$ cat src/rtl/cc_cap_pkg.sv
package cc_cap_pkg;
  typedef enum logic [1:0] {
    STD_NTSC  = 2'd0,
    STD_PAL_A = 2'd1,
    STD_PAL_B = 2'd2,
    STD_NONE  = 2'd3
  } vid_std_e;

  localparam int unsigned ADDR_W     = 8;
  localparam int unsigned FIELD_NUM  = 2;
  localparam logic [ADDR_W-1:0] BASE_ADDR = 8'h20;
endpackage

$ cat src/rtl/cc_line_match.sv
module cc_line_match #(
  parameter int unsigned LINE_W     = 11,
  parameter int unsigned NTSC_ODD   = 21,
  parameter int unsigned NTSC_EVEN  = 284,
  parameter int unsigned PALA_ODD   = 18,
  parameter int unsigned PALA_EVEN  = 281,
  parameter int unsigned PALB_ODD   = 22,
  parameter int unsigned PALB_EVEN  = 335
) (
  input  logic              field_odd,
  input  logic [LINE_W-1:0] line_num,
  input  logic [1:0]        std_sel,
  input  logic [1:0]        cap_mode,
  output logic              active
);
  import cc_cap_pkg::*;

  logic [LINE_W-1:0] target;
  logic              std_ok;
  logic              fld_en;

  always_comb begin
    std_ok = 1'b1;
    target = '0;
    unique case (vid_std_e'(std_sel))
      STD_NTSC:  target = field_odd ? LINE_W'(NTSC_ODD) : LINE_W'(NTSC_EVEN);
      STD_PAL_A: target = field_odd ? LINE_W'(PALA_ODD) : LINE_W'(PALA_EVEN);
      STD_PAL_B: target = field_odd ? LINE_W'(PALB_ODD) : LINE_W'(PALB_EVEN);
      default:   std_ok = 1'b0;
    endcase
    fld_en = field_odd ? cap_mode[0] : cap_mode[1];
    active = std_ok && fld_en && (line_num == target);
  end
endmodule

$ cat src/rtl/cc_deser.sv
module cc_deser #(
  parameter int unsigned DATA_BITS = 16
) (
  input  logic                 clk,
  input  logic                 rst_n,
  input  logic                 active,
  input  logic                 bit_take,
  input  logic                 bit_data,
  input  logic                 line_end,
  output logic                 done,
  output logic [DATA_BITS-1:0] word
);
  localparam int unsigned CNT_W = $clog2(DATA_BITS + 1);

  logic [CNT_W-1:0]     count;
  logic [DATA_BITS-2:0] shreg;
  logic                 take;

  assign take = active && bit_take && !line_end && (count < CNT_W'(DATA_BITS));
  assign done = take && (count == CNT_W'(DATA_BITS - 1));
  assign word = {bit_data, shreg};

  always_ff @(posedge clk) begin
    if (!rst_n) begin
      count <= '0;
    end else if (line_end || !active) begin
      count <= '0;
    end else if (take) begin
      count <= count + 1'b1;
    end
  end

  always_ff @(posedge clk) begin
    if (!rst_n) begin
      shreg <= '0;
    end else begin
      for (int i = 0; i < DATA_BITS - 1; i++) begin
        if (take && count == CNT_W'(i)) shreg[i] <= bit_data;
      end
    end
  end
endmodule

$ cat src/rtl/cc_field_bank.sv
module cc_field_bank #(
  parameter int unsigned BYTE_W = 8
) (
  input  logic                  clk,
  input  logic                  rst_n,
  input  logic                  xfer,
  input  logic [2*BYTE_W-1:0]   word,
  input  logic                  clr,
  output logic [BYTE_W-1:0]     byte_a,
  output logic [BYTE_W-1:0]     byte_b,
  output logic                  flag
);
  always_ff @(posedge clk) begin
    if (!rst_n) begin
      byte_a <= '0;
      byte_b <= '0;
    end else if (xfer) begin
      byte_a <= word[BYTE_W-1:0];
      byte_b <= word[2*BYTE_W-1:BYTE_W];
    end
  end

  always_ff @(posedge clk) begin
    if (!rst_n)      flag <= 1'b0;
    else if (xfer)   flag <= 1'b1;
    else if (clr)    flag <= 1'b0;
  end
endmodule

$ cat src/rtl/cc_line_capture.sv
module cc_line_capture #(
  parameter int unsigned LINE_W = 11,
  parameter int unsigned BYTE_W = 8
) (
  input  logic              clk,
  input  logic              rst_n,
  input  logic              field_odd,
  input  logic [LINE_W-1:0] line_num,
  input  logic [1:0]        std_sel,
  input  logic [1:0]        cap_mode,
  input  logic              bit_valid,
  input  logic              bit_data,
  output logic              bit_ready,
  input  logic              line_end,
  input  logic              rd_en,
  input  logic [7:0]        rd_addr,
  output logic [BYTE_W-1:0] rd_data,
  output logic              stat_odd,
  output logic              stat_even
);
  import cc_cap_pkg::*;

  localparam int unsigned DATA_BITS = 2 * BYTE_W;

  logic                 active;
  logic                 done;
  logic [DATA_BITS-1:0] word;
  logic                 ready_q;
  logic [FIELD_NUM-1:0] xfer;
  logic [FIELD_NUM-1:0] flags;
  logic [BYTE_W-1:0]    bank_a [FIELD_NUM];
  logic [BYTE_W-1:0]    bank_b [FIELD_NUM];
  logic [BYTE_W-1:0]    rd_mux;

  always_ff @(posedge clk) begin
    if (!rst_n) ready_q <= 1'b0;
    else        ready_q <= 1'b1;
  end
  assign bit_ready = ready_q;

  cc_line_match #(.LINE_W(LINE_W)) u_match (
    .field_odd (field_odd),
    .line_num  (line_num),
    .std_sel   (std_sel),
    .cap_mode  (cap_mode),
    .active    (active)
  );

  cc_deser #(.DATA_BITS(DATA_BITS)) u_deser (
    .clk      (clk),
    .rst_n    (rst_n),
    .active   (active),
    .bit_take (bit_valid && ready_q),
    .bit_data (bit_data),
    .line_end (line_end),
    .done     (done),
    .word     (word)
  );

  // bank 0 holds the odd field, bank 1 the even field
  for (genvar g = 0; g < FIELD_NUM; g++) begin : g_bank
    localparam logic [7:0] B_ADDR = BASE_ADDR + 8'(2 * g + 1);
    logic fld_match;
    assign fld_match = (g == 0) ? field_odd : !field_odd;
    assign xfer[g]   = done && fld_match;

    cc_field_bank #(.BYTE_W(BYTE_W)) u_bank (
      .clk    (clk),
      .rst_n  (rst_n),
      .xfer   (xfer[g]),
      .word   (word),
      .clr    (rd_en && rd_addr == B_ADDR),
      .byte_a (bank_a[g]),
      .byte_b (bank_b[g]),
      .flag   (flags[g])
    );
  end

  always_comb begin
    rd_mux = '0;
    for (int f = 0; f < FIELD_NUM; f++) begin
      if (rd_addr == BASE_ADDR + 8'(2 * f))     rd_mux = bank_a[f];
      if (rd_addr == BASE_ADDR + 8'(2 * f + 1)) rd_mux = bank_b[f];
    end
  end

  always_ff @(posedge clk) begin
    if (!rst_n)     rd_data <= '0;
    else if (rd_en) rd_data <= rd_mux;
  end

  assign stat_odd  = flags[0];
  assign stat_even = flags[1];
endmodule

$ cat config.mk
export PLATFORM = sky130hd
export DESIGN_NAME = cc_line_capture
export DESIGN_NICKNAME = d
export VERILOG_FILES = /design/src/rtl/cc_cap_pkg.sv /design/src/rtl/cc_line_match.sv /design/src/rtl/cc_deser.sv /design/src/rtl/cc_field_bank.sv /design/src/rtl/cc_line_capture.sv
export SDC_FILE = /design/constraint.sdc
export NUM_CORES = 1
export LEC_CHECK = 0
export BUFFER_PORTS_ARGS = -buffer_cell sky130_fd_sc_hd__buf_2
export CAP_MARGIN = 5
export CORE_MARGIN = 2
export CORE_UTILIZATION = 42
export CTS_BUF_LIST = sky130_fd_sc_hd__clkbuf_8 sky130_fd_sc_hd__clkbuf_16
export DETAILED_ROUTE_END_ITERATION = 10
export SLEW_MARGIN = 5
export SYNTH_ARGS = -nofsm -noshare
export SYNTH_HDL_FRONTEND = slang
export SYNTH_SLANG_ARGS = --single-unit
$ cat constraint.sdc
create_clock -name clk -period 2.6 [get_ports clk]
set_input_delay 0.26 -clock clk [delete_from_list [all_inputs] [get_ports clk]]
set_output_delay 0.26 -clock clk [all_outputs]
set_load 0.02 [all_outputs]
==> impl_metrics.json, run 1 <==
{
  "fin_crit_ns": 1.97,
  "crit_path_end_kind": "flop",
  "drv_slew": 0,
  "synth_top_area_cell": "dfxtp_1",
  "clk_pin_slew_ns": 0.07,
  "slew_headroom": 0.412,
  "synth_cells": 311,
  "dp_slack_ns": 0.422,
  "status": "finished, final reports clean",
  "syn_area_mm2": 0.00303,
  "final.setup.tns_ns": 0,
  "dieArea_mm2": 0.00791,
  "ys_warn_count": 0,
  "min_to": "bit_ready",
  "synth_compound_area_frac": 0.0578,
  "syn_avg_cell_area_um2": 9.74,
  "layout_commonest_cell": "dfxtp_1",
  "fin_worst_skew_ns": 0.00807,
  "cts-resized-gates": 0,
  "dr.first_iter.drc_count": 104,
  "cp_max_fo": 17,
  "cp_cell_sequence": "ha_1 > and3_1 > ha_1 > nand2b_1 > nor4_2 > buf_4 > mux2i_1",
  "worst_slack_ns": 0.631,
  "min-delay-start": "rst_n",
  "holdWs_ns": 0.0863,
  "drive_above_1_share": 0.222,
  "rows": 30,
  "cap_violations": 0,
  "synth-seq-area-share": 0.416,
  "crit_arrival_ns": 2.22,
  "r2r-end": "g_bank[1].u_bank.byte_b[7]",
  "ys_seq_elements": 63,
  "reg2reg_depth": 7,
  "required_ns": 2.85,
  "grt_pass1_vias": 2068,
  "viasPerCell": 5.04,
  "portBuffers": 40,
  "rsz0062_at_grt": "no",
  "postCtsSetupBuffers": 0,
  "setup_violations": 0,
  "antenna_found_initial": 0,
  "start_kind": "flop",
  "grt_max_degree": 58,
  "vias": 2257,
  "critical-path-slowest-cell": "dfxtp_1",
  "synthMuxAreaShare": 0.218,
  "yosys.area_share.simple": 0.226,
  "clk_path_buf_depth": 2,
  "cts_root_buffer": "clkbuf_8",
  "critPathKind": "flop to flop",
  "r2r_slack_ns": 0.63,
  "htreeDepth": 3,
  "cpMostUsedCell": "ha_1",
  "nets": 383,
  "hold_depth": 1,
  "r2r-start": "u_deser.count[0]",
  "synth_cell_types": 40,
  "hold_path_class": "input port to flop",
  "cpPeakStageDelay_ns": 0.41,
  "synth_xor_area_frac": 0.0145,
  "synth_top_area_share": 0.416,
  "synth_fp_nets": 346,
  "synth_area_leaders": "dfxtp_1 42%, mux2i_1 16%, nand2_1 6.6%",
  "power.density_mw_per_mm2": 567,
  "wire_per_inst_um": 13.0,
  "place_congestion": 0.748,
  "clkLatencyLatePin_ns": 0.33,
  "firstDrtPassIters": 4,
  "ir_worst_vdd_uv": 334,
  "syn2layout_area_growth_pct": 15.4,
  "cts_sinks": 63,
  "cts_tree": "done",
  "most-common-layout-cells": "63 x dfxtp_1, 53 x nand2_1, 48 x mux2i_1",
  "ctsHoldBuffers": 0,
  "dp_hpwl_um": 4070,
  "min_period_over_period": 0.757,
  "initial_core_util": 0.439,
  "die_w_um": 88.9,
  "io_pins": 41,
  "drc": 0,
  "grt_overflow": 0,
  "ant_nets": 0,
  "synth_top_family_by_area": "simple AND/OR/NAND/NOR gates",
  "cts_buffers": 9,
  "worst_pin_slew_ns": 0.878,
  "final_hold_viol_count": 0,
  "core-area_mm2": 0.00691,
  "fmax_mhz": 508,
  "grtUsageTotal": 0.162,
  "diodes": 0,
  "wirelength_um": 5820,
  "grt_pass1_wl_um": 9690,
  "leakage_nw": 1.20,
  "die-height_um": 88.9,
  "synthAdderAreaFrac": 0.0206
}
-- cell type report --
type | instances | area, µm²
multi-input cells | 223 | 1640
fillers | 662 | 3410
repair buffers | 46 | 245
flip-flops and latches | 63 | 1260
clock buffers | 10 | 138
inverters | 5 | 18.8
clock inverters | 5 | 75.1
well taps | 96 | 120
-- routing by layer --
| metal | GRT usage | routed length [µm] |
|---|---|---|
| met1 | 0.210 | 2970 |
| met2 | 0.256 | 2590 |
| met3 | 0.0499 | 182 |
| met4 | 0.0570 | 71 |
| met5 | 0 | 0 |
-- synthesized netlist by cell type, drive strengths merged --
cell type,count
dfxtp,63
nand2,53
mux2i,48
nor2b,18
nor3,17
nand4,16
clkbuf,12
a21oi,11
nor2,10
buf,8
mux4,8
ha,5
inv,5
o21a,4
nand3b,3
nor4,3
xnor2,3
and2,2
nand2b,2
nand3,2
or2,2
or3b,2
xor2,2
a211oi,1
a21boi,1
a21o,1
a31o,1
and3,1
o2111ai,1
o21ai,1
o22ai,1
o311ai,1
or3,1
or4,1
or4b,1
-- per-stage QoR --
| stage | util | instances | instance area, µm² | total power, mW |
|---|---|---|---|---|
| after detailed placement | 0.476 | 433 | 3290 | 1.10 |
| final | 0.507 | 448 | 3500 | 1.99 |
| after floorplan | - | 311 | 3030 | 1.06 |
| after global routing | 0.507 | 448 | 3500 | 2.07 |
| after CTS | 0.507 | 448 | 3500 | 2.01 |
| after global placement | 0.476 | 433 | 3290 | 1.10 |
-- cells by family after synthesis --
kind of cell / Yosys count
AO/OA/AOI/OAI: 23
AND/OR/NAND/NOR: 134
multiplexers: 56
buffers and inverters: 25
flip-flops: 63
XOR/XNOR: 5
adder cells (fa/ha/maj): 5
-- worst max path at each step --
stage	startpoint	to	slack, ns	cells after the start
2_1_floorplan	line_num[5]	g_bank[0].u_bank.byte_b[0]	0.59	7
3_3_place_gp	line_num[5]	g_bank[1].u_bank.byte_a[6]	0.46	7
3_5_place_dp	line_num[5]	g_bank[0].u_bank.byte_a[3]	0.42	7
4_1_cts	u_deser.count[0]	g_bank[1].u_bank.byte_b[7]	0.61	7
5_1_grt	u_deser.count[0]	g_bank[1].u_bank.byte_a[3]	0.44	7
6_report	u_deser.count[0]	g_bank[1].u_bank.byte_b[7]	0.63	7
-- registers in the layout, summed over array words and instances (netlist names) --
register / flops
g_bank.u_bank.byte_b: 16
g_bank.u_bank.byte_a: 16
u_deser.count: 5
bit_ready: 1
rd_data: 8
g_bank.u_bank.flag: 2
u_deser.shreg: 15
-- worst max-delay path, delay by kind of cell (launching register included) --
family / cells / cell delay [ns]
mux: 1 / 0.22
flops: 1 / 0.41
fa+ha+maj: 2 / 0.44
buf+inv: 1 / 0.33
simple gates: 3 / 0.48
-- power breakdown --
group | internal (mW) | switching (mW)
sequential | 0.966 | 0.000523
combinational | 0.0417 | 0.0707
clock | 0.554 | 0.353
No activity file was read; power rests on OpenSTA's default activity.
==> inputs of run 2 (changes only) <==
- ABC_AREA: default -> 1
- clock period: 2.6 -> 1.7 ns (I/O delays scaled with it)
==> run 2 against run 1 <==
Against the previous run:
- total power is 50% higher
- largest power group unchanged
- via count is 32% higher
- largest cell class unchanged
- critical endpoint is now g_bank[1].u_bank.byte_b[3]
- final cell count is 49% higher
==> impl_metrics.json, run 2 <==
{
  "synth-seq-area-share": 0.403,
  "synth_cell_types": 19,
  "fin_worst_skew_ns": 0.00932,
  "hold_path_class": "input port to flop",
  "largestRegisters": "g_bank.u_bank.byte_a x16, g_bank.u_bank.byte_b x16, u_deser.shreg x15",
  "ys_seq_elements": 63,
  "crit_path_end_kind": "flop",
  "slew_headroom": 0.645,
  "start_kind": "flop",
  "drive_above_1_share": 0.145,
  "worst_slack_ns": 0.143,
  "final.setup.tns_ns": 0,
  "firstDrtPassIters": 4,
  "synth_top_flop_cell": "dfxtp_1",
  "syn2layout_area_growth_pct": 21.3,
  "required_ns": 1.97,
  "worst_pin_slew_ns": 0.532,
  "cts_sinks": 63,
  "most-common-layout-cells": "154 x nand2_1, 115 x nor2_1, 74 x inv_1",
  "ir_worst_vdd_uv": 393,
  "dieArea_mm2": 0.00816,
  "clk_pin_slew_ns": 0.07,
  "syn_area_mm2": 0.00313,
  "grtUsageTotal": 0.185,
  "fillers": 770,
  "async_reset_ff_frac": 0,
  "ys_warn_count": 0,
  "final_hold_viol_count": 0,
  "yosysMostFrequentCell": "nand2_1",
  "grt_pass1_wl_um": 12400,
  "die-height_um": 90.4,
  "cts_tree": "done",
  "synth_fp_nets": 546,
  "initial_core_util": 0.432,
  "io_pins": 41,
  "ant_nets": 0,
  "synth_area_leaders": "dfxtp_1 40%, nand2_1 18%, nor2_1 14%",
  "antenna_found_initial": 0,
  "min_period_over_period": 0.916,
  "rsz0062_at_grt": "no",
  "grt_overflow": 0,
  "synth-edff-count": 0,
  "clk_path_buf_depth": 2,
  "status": "finished, final reports clean",
  "layout_commonest_cell": "nand2_1",
  "diodes": 0,
  "synth_top_area_cell": "dfxtp_1",
  "power.density_mw_per_mm2": 782,
  "core-area_mm2": 0.00725,
  "drc": 0,
  "clkLatencyLatePin_ns": 0.34,
  "dr.first_iter.drc_count": 193,
  "wire_per_inst_um": 11.0,
  "critPathKind": "flop to flop",
  "die_w_um": 90.4,
  "grt_pass1_vias": 2792,
  "syn_avg_cell_area_um2": 6.13,
  "yosys-top-cells-count": "154 x nand2_1, 116 x nor2_1, 72 x inv_1, 63 x dfxtp_1, 25 x nand3_1",
  "fmax_mhz": 642,
  "setup_violations": 0,
  "cts_root_buffer": "clkbuf_8",
  "wirelength_um": 7320,
  "drv_slew": 0,
  "viasPerCell": 4.48,
  "synth_top_area_share": 0.403,
  "place_congestion": 0.778,
  "fin_crit_ns": 1.56,
  "cp_max_fo": 16,
  "nets": 597,
  "leakage_nw": 2.02,
  "portBuffers": 40,
  "rows": 31,
  "htreeDepth": 3,
  "synth_cells": 511,
  "cts_buffers": 9,
  "dp_slack_ns": -0.0445,
  "grt_max_degree": 49,
  "cap_violations": 0,
  "crit_arrival_ns": 1.83,
  "dp_hpwl_um": 4950,
  "vias": 2982
}
-- run 2: changes by cell type in the layout (fill, tap and decap cells not counted), moves of 4 or more --
| cell | before | now |
|---|---|---|
| buf_4 | 6 | 14 |
| inv_1 | 7 | 74 |
| mux2i_1 | 48 | 0 |
| mux4_2 | 8 | 0 |
| nand2_1 | 53 | 154 |
| nand3_1 | 2 | 25 |
| nor2_1 | 10 | 115 |
| nor2b_1 | 18 | 0 |
| nor3_1 | 16 | 4 |
| o21a_1 | 4 | 0 |
| o21ai_0 | 0 | 14 |
-- run 2: logic make-up (layout without fill, tap and decap cells) --
family / after synthesis / after routing / share of synthesized area
flip-flops: 63 / 63 / 0.403
AND/OR/NAND/NOR: 321 / 321 / 0.417
adder cells (fa/ha/maj): 5 / 5 / 0.0200
buffers and inverters: 94 / 150 / 0.115
AO/OA/AOI/OAI: 28 / 28 / 0.0447
-- run 2: worst paths after layout --
check,end,from,cells past startpoint,slack [ns]
max,g_bank[1].u_bank.byte_b[3],u_deser.count[0],10,0.14
min,rd_data[2],rd_en,3,0.21
min reg2reg,rd_data[5],rd_data[5],2,0.46
max reg2reg,g_bank[1].u_bank.byte_b[3],u_deser.count[0],10,0.14
-- run 2: stage by stage --
step | hold slack (ns) | utilization | area (µm²) | cells | power (mW)
CTS | 0.198 | 0.515 | 3740 | 664 | 3.00
finish | 0.212 | 0.524 | 3800 | 666 | 2.97
floorplan | 0.198 | - | 3130 | 511 | 1.58
global placement | 0.449 | 0.486 | 3530 | 648 | 1.65
detailed placement | 0.453 | 0.486 | 3530 | 648 | 1.65
global route | 0.203 | 0.524 | 3800 | 666 | 3.09
-- run 2: cell type report --
| class | instances | area (µm²) | share of cell area |
|---|---|---|---|
| multi-input combinational | 354 | 1530 | 0.402 |
| sequential | 63 | 1260 | 0.333 |
| timing repair buffer | 59 | 393 | 0.103 |
| inverter | 75 | 282 | 0.0741 |
| clock buffer | 12 | 165 | 0.0435 |
| tap | 99 | 124 | 0.0326 |
| clock inverter | 4 | 45.0 | 0.0119 |
-- run 2: power by group --
| part | switching (mW) | leakage (nW) | total [mW] | internal [mW] |
|---|---|---|---|---|
| clock network | 0.564 | 0.111 | 1.35 | 0.787 |
| registers | 0.000589 | 0.509 | 1.48 | 1.48 |
| logic | 0.0897 | 1.40 | 0.142 | 0.0523 |
-- run 2: layer usage --
metal	global-route usage	vias up	wire, µm
met5	0	-	0
met4	0.0423	0	36
met3	0.0576	4	243
met2	0.306	47	3380
met1	0.238	1277	3660
li1	-	1654	-
-- run 2: what timing repair did --
action	CTS	global route
hold endpoints to repair	0	0
hold buffers	0	0
buffers inserted	0	1
setup endpoints to repair	0	26
gates resized for setup	0	8
-- run 2: worst max-delay path: stages (launching register included) --
cell and delay (ns):
dfxtp_2 0.38, ha_4 0.15, inv_1 0.04, nor2_2 0.10, ha_2 0.18, nand4_1 0.11
buf_6 0.16, clkbuf_16 0.17, nand2_1 0.06, nand2_1 0.05, nor2_1 0.09
==> inputs of run 3 (changes only) <==
- REMOVE_ABC_BUFFERS: default -> 1
==> run 3 against run 2 <==
Against the previous run:
- critical path depth down 1
- final area down 0.56%
- die area unchanged
- register-to-register slack worse by 0.06 ns
- via count up 3.4%
- combinational power about the same
- sequential power about the same
- non-clock buffer count up 1
- total power down 1.1%
- critical endpoint is now g_bank[1].u_bank.byte_b[2]
- global-route usage up 0.63 points
- hold slack better by 0.052 ns
- maximum frequency down 3.5%
==> impl_metrics.json, run 3 (same netlist as run 2, synthesis figures left out) <==
{
  "drive_above_1_share": 0.148,
  "slew_headroom": 0.649,
  "fillers": 780,
  "nets": 598,
  "fmax_mhz": 620,
  "leakage_nw": 2.00,
  "cts_tree": "done",
  "ant_nets": 0,
  "clk_path_buf_depth": 2,
  "crit_arrival_ns": 1.86,
  "die-height_um": 90.4,
  "hold_depth": 4,
  "antenna_found_initial": 0,
  "viasPerCell": 4.62,
  "diodes": 0,
  "wirelength_um": 7530,
  "clkLatencyLatePin_ns": 0.35,
  "post-route-util": 0.521,
  "fin_crit_ns": 1.61,
  "swShare": 0.239,
  "worst_slack_ns": 0.0868,
  "final.setup.tns_ns": 0,
  "cts_sinks": 63,
  "drv_slew": 0,
  "p_clk_frac": 0.449,
  "met2_usage": 0.301,
  "initial_core_util": 0.432,
  "r2r_slack_ns": 0.09,
  "firstDrtPassIters": 4,
  "layout_commonest_cell": "nand2_1",
  "dp_hpwl_um": 4990,
  "dp_slack_ns": -0.0435,
  "drc": 0,
  "fin_worst_skew_ns": 0.00631,
  "crit_start": "u_deser.count[0]",
  "die_w_um": 90.4,
  "ir_worst_vdd_uv": 321,
  "required_ns": 1.95,
  "min_period_over_period": 0.949,
  "most-common-layout-cells": "154 x nand2_1, 115 x nor2_1, 73 x inv_1",
  "clk_pin_slew_ns": 0.07,
  "cts_root_buffer": "clkbuf_8",
  "crit_path_end_kind": "flop",
  "seqCellArea_mm2": 0.00126,
  "setup_violations": 0,
  "start_kind": "flop",
  "largestRegisters": "g_bank.u_bank.byte_a x16, g_bank.u_bank.byte_b x16, u_deser.shreg x15",
  "hold_path_class": "input port to flop",
  "power.internal_mw": 2.24,
  "io_pins": 41,
  "place_congestion": 0.801,
  "dr.first_iter.drc_count": 139,
  "status": "finished, final reports clean",
  "endpoint": "g_bank[1].u_bank.byte_b[2]",
  "cp_max_fo": 16,
  "grtUsageTotal": 0.191,
  "busiest_layer": "met2",
  "cap_violations": 0,
  "multi_input_area_mm2": 0.00152,
  "cts_buffers": 9,
  "seqPwrFrac": 0.503,
  "wire_per_inst_um": 11.3,
  "vias": 3084,
  "power_mw": 2.94,
  "worst_pin_slew_ns": 0.526,
  "htreeDepth": 3,
  "combinationalPowerShare": 0.049,
  "core-area_mm2": 0.00725,
  "global_route.usage.met1": 0.252,
  "grt_max_degree": 49,
  "syn2layout_area_growth_pct": 20.6,
  "power.density_mw_per_mm2": 778,
  "final_hold_viol_count": 0,
  "critPathKind": "flop to flop",
  "p_sw_mw": 0.701,
  "portBuffers": 40,
  "dieArea_mm2": 0.00816,
  "grt_pass1_vias": 2733,
  "grt_overflow": 0,
  "grt_pass1_wl_um": 12700,
  "r2r-end": "g_bank[1].u_bank.byte_b[2]",
  "reg2reg_depth": 9,
  "r2r-start": "u_deser.count[0]",
  "rows": 31,
  "use_met3": 0.0409
}
run 3: cell types whose count changed in the layout (fill, tap and decap cells not counted):
cell and change:
buf_6 -2, clkinvlp_4 +2, clkbuf_8 -2, clkinv_2 +1, ha_2 +1, inv_1 -1, buf_4 +3, ha_4 -1
run 3: cell type report:
type	instances	area share
multi-input cells	354	0.401
well taps	99	0.0328
flip-flops and latches	63	0.335
repair buffers	60	0.104
clock inverters	6	0.0162
inverters	75	0.0745
clock buffers	10	0.0364
run 3: timing repair:
action,CTS,global route
gates resized for setup,0,5
hold buffers,0,0
setup endpoints to repair,0,19
setup buffers,0,2
run 3: worst min path at each step:
stage | from | end
floorplan | rst_n | bit_ready
global placement | rd_data[6] | rd_data[6]
detailed placement | g_bank[0].u_bank.flag | g_bank[0].u_bank.flag
CTS | rd_en | rd_data[2]
global route | rd_en | rd_data[1]
finish | rd_en | rd_data[6]
run 3: power by group through the flow:
stage | sequential (mW) | clock (mW) | combinational (mW)
floorplan | 1.51 | 0 | 0.0499
global placement | 1.51 | 0 | 0.142
detailed placement | 1.51 | 0 | 0.144
CTS | 1.48 | 1.35 | 0.145
global route | 1.48 | 1.41 | 0.162
finish | 1.48 | 1.32 | 0.143
run 3: per-stage QoR:
| step | instance area [µm²] | hold WS, ns | instances |
|---|---|---|---|
| CTS | 3730 | 0.250 | 664 |
| global route | 3780 | 0.274 | 667 |
| finish | 3780 | 0.265 | 667 |
| global placement | 3530 | 0.449 | 648 |
| floorplan | 3050 | 0.198 | 492 |
| detailed placement | 3530 | 0.452 | 648 |
run 3: critical path, stage by stage, from the launching register on:
cell       delay, ns
dfxtp_2         0.35
ha_2            0.19
inv_1           0.05
nor2_2          0.11
ha_2            0.19
nand4_1         0.10
buf_4           0.18
clkbuf_16       0.18
nor2_1          0.12
nor2_1          0.05
run 3: per-layer routing:
| layer | up-vias | share of wire |
|---|---|---|
| met1 | 1348 | 0.51 |
| met2 | 66 | 0.43 |
| met5 | - | 0 |
| li1 | 1654 | - |
| met4 | 0 | 0.023 |
| met3 | 16 | 0.037 |
